--- src/rtl/hd10_pkg.sv ---
package hd10_pkg;

    typedef enum logic [1:0] {
        HB_IDLE  = 2'd0,
        HB_WAIT  = 2'd1,
        HB_PULSE = 2'd2
    } hb_state_t;

    typedef struct packed {
        logic ten_base;
        logic half;
        logic rptr;
        logic hb_off;
        logic lpbk;
    } port_mode_t;

    // Repeater mode forbids full duplex, so it forces half duplex.
    function automatic logic eff_half(port_mode_t m);
        return m.half | m.rptr;
    endfunction

    function automatic logic hb_allowed(port_mode_t m);
        return m.ten_base & ~m.hb_off & ~m.rptr;
    endfunction

    function automatic logic loop_allowed(port_mode_t m);
        return m.ten_base & eff_half(m) & m.lpbk;
    endfunction

endpackage

--- src/rtl/hd10_hb_timer.sv ---
module hd10_hb_timer
    import hd10_pkg::*;
#(
    parameter int CYC_PER_US = 25
) (
    input  logic clk,
    input  logic rst,
    input  logic tx_en,
    input  logic arm_ok,
    output logic hb_on
);
    localparam int CW = (CYC_PER_US > 1) ? $clog2(CYC_PER_US) : 1;
    localparam logic [CW-1:0] LAST = CW'(CYC_PER_US - 1);

    hb_state_t st;
    logic [CW-1:0] cnt;
    logic tx_q;
    logic tx_rise, tx_fall;

    assign tx_rise = tx_en & ~tx_q;
    assign tx_fall = ~tx_en & tx_q;

    always_ff @(posedge clk) begin
        if (rst) begin
            st   <= HB_IDLE;
            cnt  <= '0;
            tx_q <= 1'b0;
        end else begin
            tx_q <= tx_en;
            if (!arm_ok || tx_rise) begin
                st  <= HB_IDLE;
                cnt <= '0;
            end else begin
                case (st)
                    HB_IDLE: begin
                        cnt <= '0;
                        if (tx_fall) st <= HB_WAIT;
                    end
                    HB_WAIT: begin
                        if (cnt == LAST) begin
                            st  <= HB_PULSE;
                            cnt <= '0;
                        end else begin
                            cnt <= cnt + 1'b1;
                        end
                    end
                    HB_PULSE: begin
                        if (cnt == LAST) begin
                            st  <= HB_IDLE;
                            cnt <= '0;
                        end else begin
                            cnt <= cnt + 1'b1;
                        end
                    end
                    default: begin
                        st  <= HB_IDLE;
                        cnt <= '0;
                    end
                endcase
            end
        end
    end

    assign hb_on = (st == HB_PULSE);

endmodule

--- src/rtl/hd10_rx_steer.sv ---
module hd10_rx_steer #(
    parameter int NIB_W = 4
) (
    input  logic             loop_ok,
    input  logic             tx_en,
    input  logic             rx_active,
    input  logic             coll_det,
    input  logic [NIB_W-1:0] txd,
    input  logic [NIB_W-1:0] line_rxd,
    output logic [NIB_W-1:0] rxd
);
    logic take_tx;

    always_comb begin
        take_tx = loop_ok & tx_en & ~rx_active & ~coll_det;
        rxd     = take_tx ? txd : line_rxd;
    end

endmodule

--- src/rtl/hd10_crs_gen.sv ---
module hd10_crs_gen (
    input  logic half_eff,
    input  logic rptr,
    input  logic tx_en,
    input  logic rx_active,
    output logic crs
);
    always_comb begin
        if (rptr || !half_eff) crs = rx_active;
        else                   crs = rx_active | tx_en;
    end

endmodule

--- src/rtl/hd10_sqe_ctrl.sv ---
module hd10_sqe_ctrl
    import hd10_pkg::*;
#(
    parameter int CLK_FREQ_MHZ = 25,
    parameter int NIB_W        = 4
) (
    input  logic             clk,
    input  logic             rst,
    input  logic             tx_en,
    input  logic [NIB_W-1:0] txd,
    input  logic [NIB_W-1:0] line_rxd,
    input  logic             rx_active,
    input  logic             coll_det,
    input  logic             mode_10bt,
    input  logic             half_dup,
    input  logic             rptr_mode,
    input  logic             sqe_off,
    input  logic             lpbk_en,
    output logic             col,
    output logic             crs,
    output logic [NIB_W-1:0] rxd
);
    localparam int CYC_PER_US = CLK_FREQ_MHZ;

    port_mode_t mode;
    logic hb_on;

    assign mode = '{ten_base: mode_10bt, half: half_dup, rptr: rptr_mode,
                    hb_off: sqe_off, lpbk: lpbk_en};

    hd10_hb_timer #(.CYC_PER_US(CYC_PER_US)) i_timer (
        .clk    (clk),
        .rst    (rst),
        .tx_en  (tx_en),
        .arm_ok (hb_allowed(mode)),
        .hb_on  (hb_on)
    );

    hd10_rx_steer #(.NIB_W(NIB_W)) i_steer (
        .loop_ok   (loop_allowed(mode)),
        .tx_en     (tx_en),
        .rx_active (rx_active),
        .coll_det  (coll_det),
        .txd       (txd),
        .line_rxd  (line_rxd),
        .rxd       (rxd)
    );

    hd10_crs_gen i_crs (
        .half_eff  (eff_half(mode)),
        .rptr      (rptr_mode),
        .tx_en     (tx_en),
        .rx_active (rx_active),
        .crs       (crs)
    );

    assign col = coll_det | hb_on;

endmodule

--- config.mk ---
export PLATFORM = sky130hd
export DESIGN_NAME = hd10_sqe_ctrl
export DESIGN_NICKNAME = d
export VERILOG_FILES = /design/src/rtl/hd10_pkg.sv /design/src/rtl/hd10_hb_timer.sv /design/src/rtl/hd10_rx_steer.sv /design/src/rtl/hd10_crs_gen.sv /design/src/rtl/hd10_sqe_ctrl.sv
export SDC_FILE = /design/constraint.sdc
export NUM_CORES = 1
export LEC_CHECK = 0
export CAP_MARGIN = 25
export CORE_UTILIZATION = 35
export CTS_CLUSTER_SIZE = 24
export DETAILED_ROUTE_END_ITERATION = 12
export PLACE_DENSITY = 0.72
export SLEW_MARGIN = 40
export SYNTH_ARGS = -nofsm -noshare
export SYNTH_HDL_FRONTEND = slang
export SYNTH_SLANG_ARGS = --single-unit
--- constraint.sdc ---
create_clock -name clk -period 1.45 [get_ports clk]
set_input_delay 0.2175 -clock clk [delete_from_list [all_inputs] [get_ports clk]]
set_output_delay 0.2175 -clock clk [all_outputs]
set_load 0.03 [all_outputs]
; ---- Word level (Yosys, flattened, before mapping)
; Cells that the tools add are included.
[word_totals]
ff_bits = 8
input_bits = 18
output_inout_bits = 6
[classes]
n_reduce_logical = 9
n_addsub = 1
mux = 6
eq_ne = 6
n_bitwise = 19
[op_table]
columns = cell, n
row1 = $and A1 B1 Y1, 9
row2 = $not A1 Y1, 7
row3 = $mux W2, 3
row4 = $ne A2 B1 Y1 const B, 3
row5 = $pmux W2 S3, 1
row6 = $add A5 B1 Y5 const B, 1
row7 = $eq A5 B5 Y1 const B, 1
row8 = $mux W4, 1
row9 = $reduce_or A2 Y1, 2
row10 = $reduce_or A4 Y1, 1
row11 = $or A1 B1 Y1, 3
row12 = $reduce_and A3 Y1, 1
row13 = $eq A2 B1 Y1 const B, 1
row14 = $eq A2 B2 Y1 const B, 1
row15 = $logic_not A1 Y1, 2
row16 = $logic_not A2 Y1, 1
row17 = $logic_or A1 B1 Y1, 2
row18 = $mux W1, 1

; ---- Depth between registers and ports, before layout
[logic_depth]
word_depth = 7
ltp_mapped = 5

; ---- Hierarchy
; A second synthesis with hierarchy kept.
[unflattened]
hier_cells = 53
area_unflattened_um2 = 526.8
[by_module_without_submodules]
columns = module, n_inst, cells_per_inst, area_per_inst_um2
row1 = hd10_hb_timer, 1, 42, 422.9
row2 = hd10_rx_steer, 1, 5, 61.3
row3 = hd10_sqe_ctrl, 1, 4, 30.0
row4 = hd10_crs_gen, 1, 2, 12.5

; ---- Worst setup path before layout
; OpenSTA, ideal clock, no wires.
[synth_timing]
kind = reg-to-reg
startpoint = register i_timer.st[1]
endpoint = register i_timer.st[0]
slack_ns = 0.106
t_arrival_ns = 1.272
stages_incl_launch_ff = 6
required_time_ns = 1.378
n_path_buf = 0
path_cell_list = dfxtp_1 -> inv_1 -> ha_1 -> or2_2 -> a22oi_2 -> mux2i_1
[synth_via]
elab_chain_cells = 3
word_cells_on_any_way = 8
[synth_rtl]
columns = element, line
row1 = "start, declared", hd10_hb_timer.sv:15  ; hb_state_t st;
row2 = "start signal, assigned", hd10_hb_timer.sv:25  ; st <= HB_IDLE;
row3 = "start signal, assigned", hd10_hb_timer.sv:31  ; st <= HB_IDLE;
row4 = "start signal, assigned", hd10_hb_timer.sv:37  ; if (tx_fall) st <= HB_WAIT;
row5 = "$eq A2 B1 Y1, or another cell as far along", hd10_hb_timer.sv:34  ; case (st)
row6 = $ne A2 B1 Y1 (no line), n/a
row7 = $reduce_and A3 Y1 (no line), n/a
; Several ways; a longest one is shown, not always the timed one.
; A chain may end at the register's enable or synchronous reset.

; ---- Worst setup path after layout
[layout_timing]
startpoint = input coll_det
endpoint = output rxd[2]
[layout_via]
elab_chain_cells = 3
[layout_rtl]
columns = element, line
row1 = "start, declared", hd10_sqe_ctrl.sv:13  ; input logic coll_det,
row2 = $not A1 Y1, hd10_rx_steer.sv:15  ; take_tx = loop_ok & tx_en & ~rx_active & ~coll_det;
row3 = $and A1 B1 Y1, hd10_rx_steer.sv:15
row4 = $mux W4, hd10_rx_steer.sv:16  ; rxd = take_tx ? txd : line_rxd;
row5 = "end, declared", hd10_sqe_ctrl.sv:21  ; output logic [NIB_W-1:0] rxd
; Every way passes these cells.

==> out/metrics.yaml <==
cells_and_area:
  multi_input_comb_area_um2: 384.1
  layout-drive-gt1-share: 0.4494
  regArea_um2: 162.7
  area_delta_synth_final_pct: 73.16
  finalNetCount: 115
  design_area_um2: 912.1
  diodes: 0
  n_fill_cell: 115
global_routing:
  grt_antenna_before_repair: 0
  grt_pass1_vias: 425
  grt_overflow_total: 0
  grt_first_pass_wirelength_mm: 1.683
  grt_max_degree: 6
  grt_use_total: 0.1676
setup_path:
  cp.arrival_ns: 1.31
  critPathKind: "input pin to output port"
  r2r_slack_ns: 0.08
  crit_path_max_fanout: 3
  worst_setup_path_end_kind: "output port"
  crit_chain: "dlygate4sd2_1 -> nor3_4 -> buf_4 -> mux2_4 -> buf_6"
  worstSetupStartpointType: "input pin"
  path_buf_inv: 3
  worstPathRequired_ns: 1.23
  crit_family: "buffers and inverters"
  critical_path.max_stage_delay_ns: 0.29
  slowest_stage: "mux2_4"
synthesis:
  synth_compound_area_frac: 0.04038
  postSynthCellCount: 53
  yosysWarnings: 0
  synth_top_family_by_area: "simple AND/OR/NAND/NOR gates"
  yosys.area_share.xor_xnor: 0.04988
  synthMuxAreaShare: 0.1235
  syn_nets: 77
  netlist_area_um2: 526.8
  synthAdderAreaFrac: 0.1425
  syn_area_per_cell_um2: 9.939
  synth-seq-cells: 8
  synth_cell_type_count: 18
  ys_seq_area_frac: 0.3040
  synth_simple_gate_area_frac: 0.2969
die:
  die_y_um: 40.80
  die_w_um: 40.80
  placementRows: 13
  boundaryPins: 24
  dieArea_um2: 1664
  core_um2: 1350
  start_util: 0.3902
place:
  post-dp-hpwl_um: 960.5
  numPortBuffers: 23
  post-place-ws_ns: -0.8402
  gp_congestion: 0.6223
  placed_area_um2: 835.8
timing:
  max_freq_mhz: 652.8
  slew_headroom: 0.8049
  hold_viol: 0
  fin_crit_ns: 1.532
  setup_slack_ns: -0.08187
  clock_skew_ns: 0.001830
  finalSetupViolCount: 4
  slew_violations: 0
  tightest_slew_ns: 0.2937
  rsz0062_at_grt: "yes"
  fin_crit_sh: 1.056
pwr:
  power.density_nw_per_um2: 574.9
  p_leak_nw: 0.3779
  p_seq_frac: 0.424
  p_int_w: 0.0003926
  pwr-share-comb: 0.247
  p_switching_w: 0.0001318
  power_frac_clock: 0.329
  max-vdd-ir-drop_v: 0.0004284
  switching_share: 0.2514
detailed_routing:
  num_vias: 507
  wirelength_mm: 1.257
  drt_iter0_drc: 3
  wl_per_cell_um: 12.09
  antenna_left: 0
  drc: 0
  firstDrtPassIters: 2
  vias_per_cell: 4.875
cts:
  worstSkewPairLatency_ns: 0.26
  cts_buffer_depth: 2
  numCtsBuffers: 3
  tritoncts: "built"
  cts_sinks: 8
  ctsHtreeMaxLevel: 1
  cts_root_buffer: "clkbuf_4"
  clk_pin_slew_ns: 0.05
  postCtsHoldBufs: 0
min_path:
  hold_path_class: "input pin to flop"
outcome:
  violations: "setup timing"
  status: "finished with violations"
flow_run:
  drv_cap: 0
[tightest hold or removal path: stages]
cell	delay (ns)
buf_2	0.09
buf_4	0.11
nor2b_1	0.11
[worst paths after layout]
check / from / to / depth (start not counted)
worst max-delay path: coll_det / rxd[2] / 5
worst min-delay path: tx_en / i_timer.tx_q / 3
worst max register to register: i_timer.st[1] / i_timer.st[1] / 6
worst min register to register: i_timer.cnt[0] / i_timer.cnt[0] / 1
[what timing repair did]
item | in CTS | in global routing
gates resized for setup | 66 | 7
endpoints found under the setup margin | 8 | 7
pin swaps | 3 | 4
buffers inserted | 2 | 0
[kinds of logic after synthesis]
logic type | Yosys count
compound gates | 2
fa+ha+maj | 6
xor+xnor | 3
flops | 8
buf+inv | 6
mux | 6
simple gates | 22
[Yosys cell counts (all sizes together)]
| master | count | area (um2) |
|---|---|---|
| mux2i | 2 | 20.02 |
| ha | 6 | 75.07 |
| xnor2 | 1 | 8.760 |
| nand3 | 6 | 30.03 |
| dfxtp | 8 | 160.2 |
| nor3 | 1 | 10.01 |
| mux2 | 4 | 45.04 |
| inv | 6 | 22.52 |
| nand2b | 2 | 12.51 |
| or2 | 2 | 12.51 |
| nand4 | 1 | 21.27 |
| nor4b | 1 | 23.77 |
| xor2 | 2 | 17.52 |
| a22oi | 1 | 12.51 |
| nor2b | 1 | 6.260 |
| a31o | 1 | 8.760 |
| nand4b | 2 | 17.52 |
| nor2 | 6 | 22.52 |
[state kept, by name, summed over array words and instances (netlist names)]
| signal | cells |
|---|---|
| i_timer.tx_q | 1 |
| i_timer.cnt | 5 |
| i_timer.st | 2 |
[per-stage QoR]
step / util / TNS [ns] / cells / hold WS [ns] / total power (W)
after floorplan: - / 0 / 53 / 0.2891 / 0.0002733
after global placement: 0.6191 / -4.350 / 99 / 0.4434 / 0.0003530
after detailed placement: 0.6191 / -4.597 / 99 / 0.4548 / 0.0003530
after CTS: 0.6599 / -0.3889 / 104 / 0.3029 / 0.0005401
after global routing: 0.6756 / -0.4246 / 104 / 0.3145 / 0.0005571
final: 0.6756 / -0.2434 / 104 / 0.3118 / 0.0005244
[area by class of cell]
type,count,share of cell area
Clock buffer,3,0.02469
Inverter,6,0.02743
Multi-Input combinational cell,39,0.4211
Sequential cell,8,0.1783
Tap cell,15,0.02058
Timing Repair Buffer,33,0.3278
[power groups by stage]
stage | clock [W] | combinational (W) | sequential [W]
after floorplan | 0 | 0.0000465 | 0.000227
after global placement | 0 | 0.000126 | 0.000227
after detailed placement | 0 | 0.000126 | 0.000227
after CTS | 0.000189 | 0.000129 | 0.000222
after global routing | 0.000199 | 0.000136 | 0.000222
final | 0.000173 | 0.000129 | 0.000222
[routing by layer]
metal	wire (um)	share of wire	track usage
met4	21	0.017	0.1250
met5	0	0	0
met3	150	0.12	0.06522
met1	572	0.46	0.2033
met2	513	0.41	0.2344
[cells in the final DEF, fill, tap and decap left out, types with 2 or more instances in the layout]
cell type	Yosys	final
clkdlybuf4s15_1	0	2
nand4b_1	2	2
nand2b_1	2	2
mux2i_1	2	2
nor2_1	6	5
buf_6	0	7
or2_4	0	2
inv_1	6	4
clkbuf_4	0	3
xor2_1	2	2
clkdlybuf4s50_1	0	10
dfxtp_2	0	2
nand3_1	6	6
mux2_4	0	3
buf_2	0	3
ha_1	6	4
buf_4	0	9
dfxtp_1	8	6
dlygate4sd2_1	0	2
Note: power is estimated with default switching activity, not from simulation.
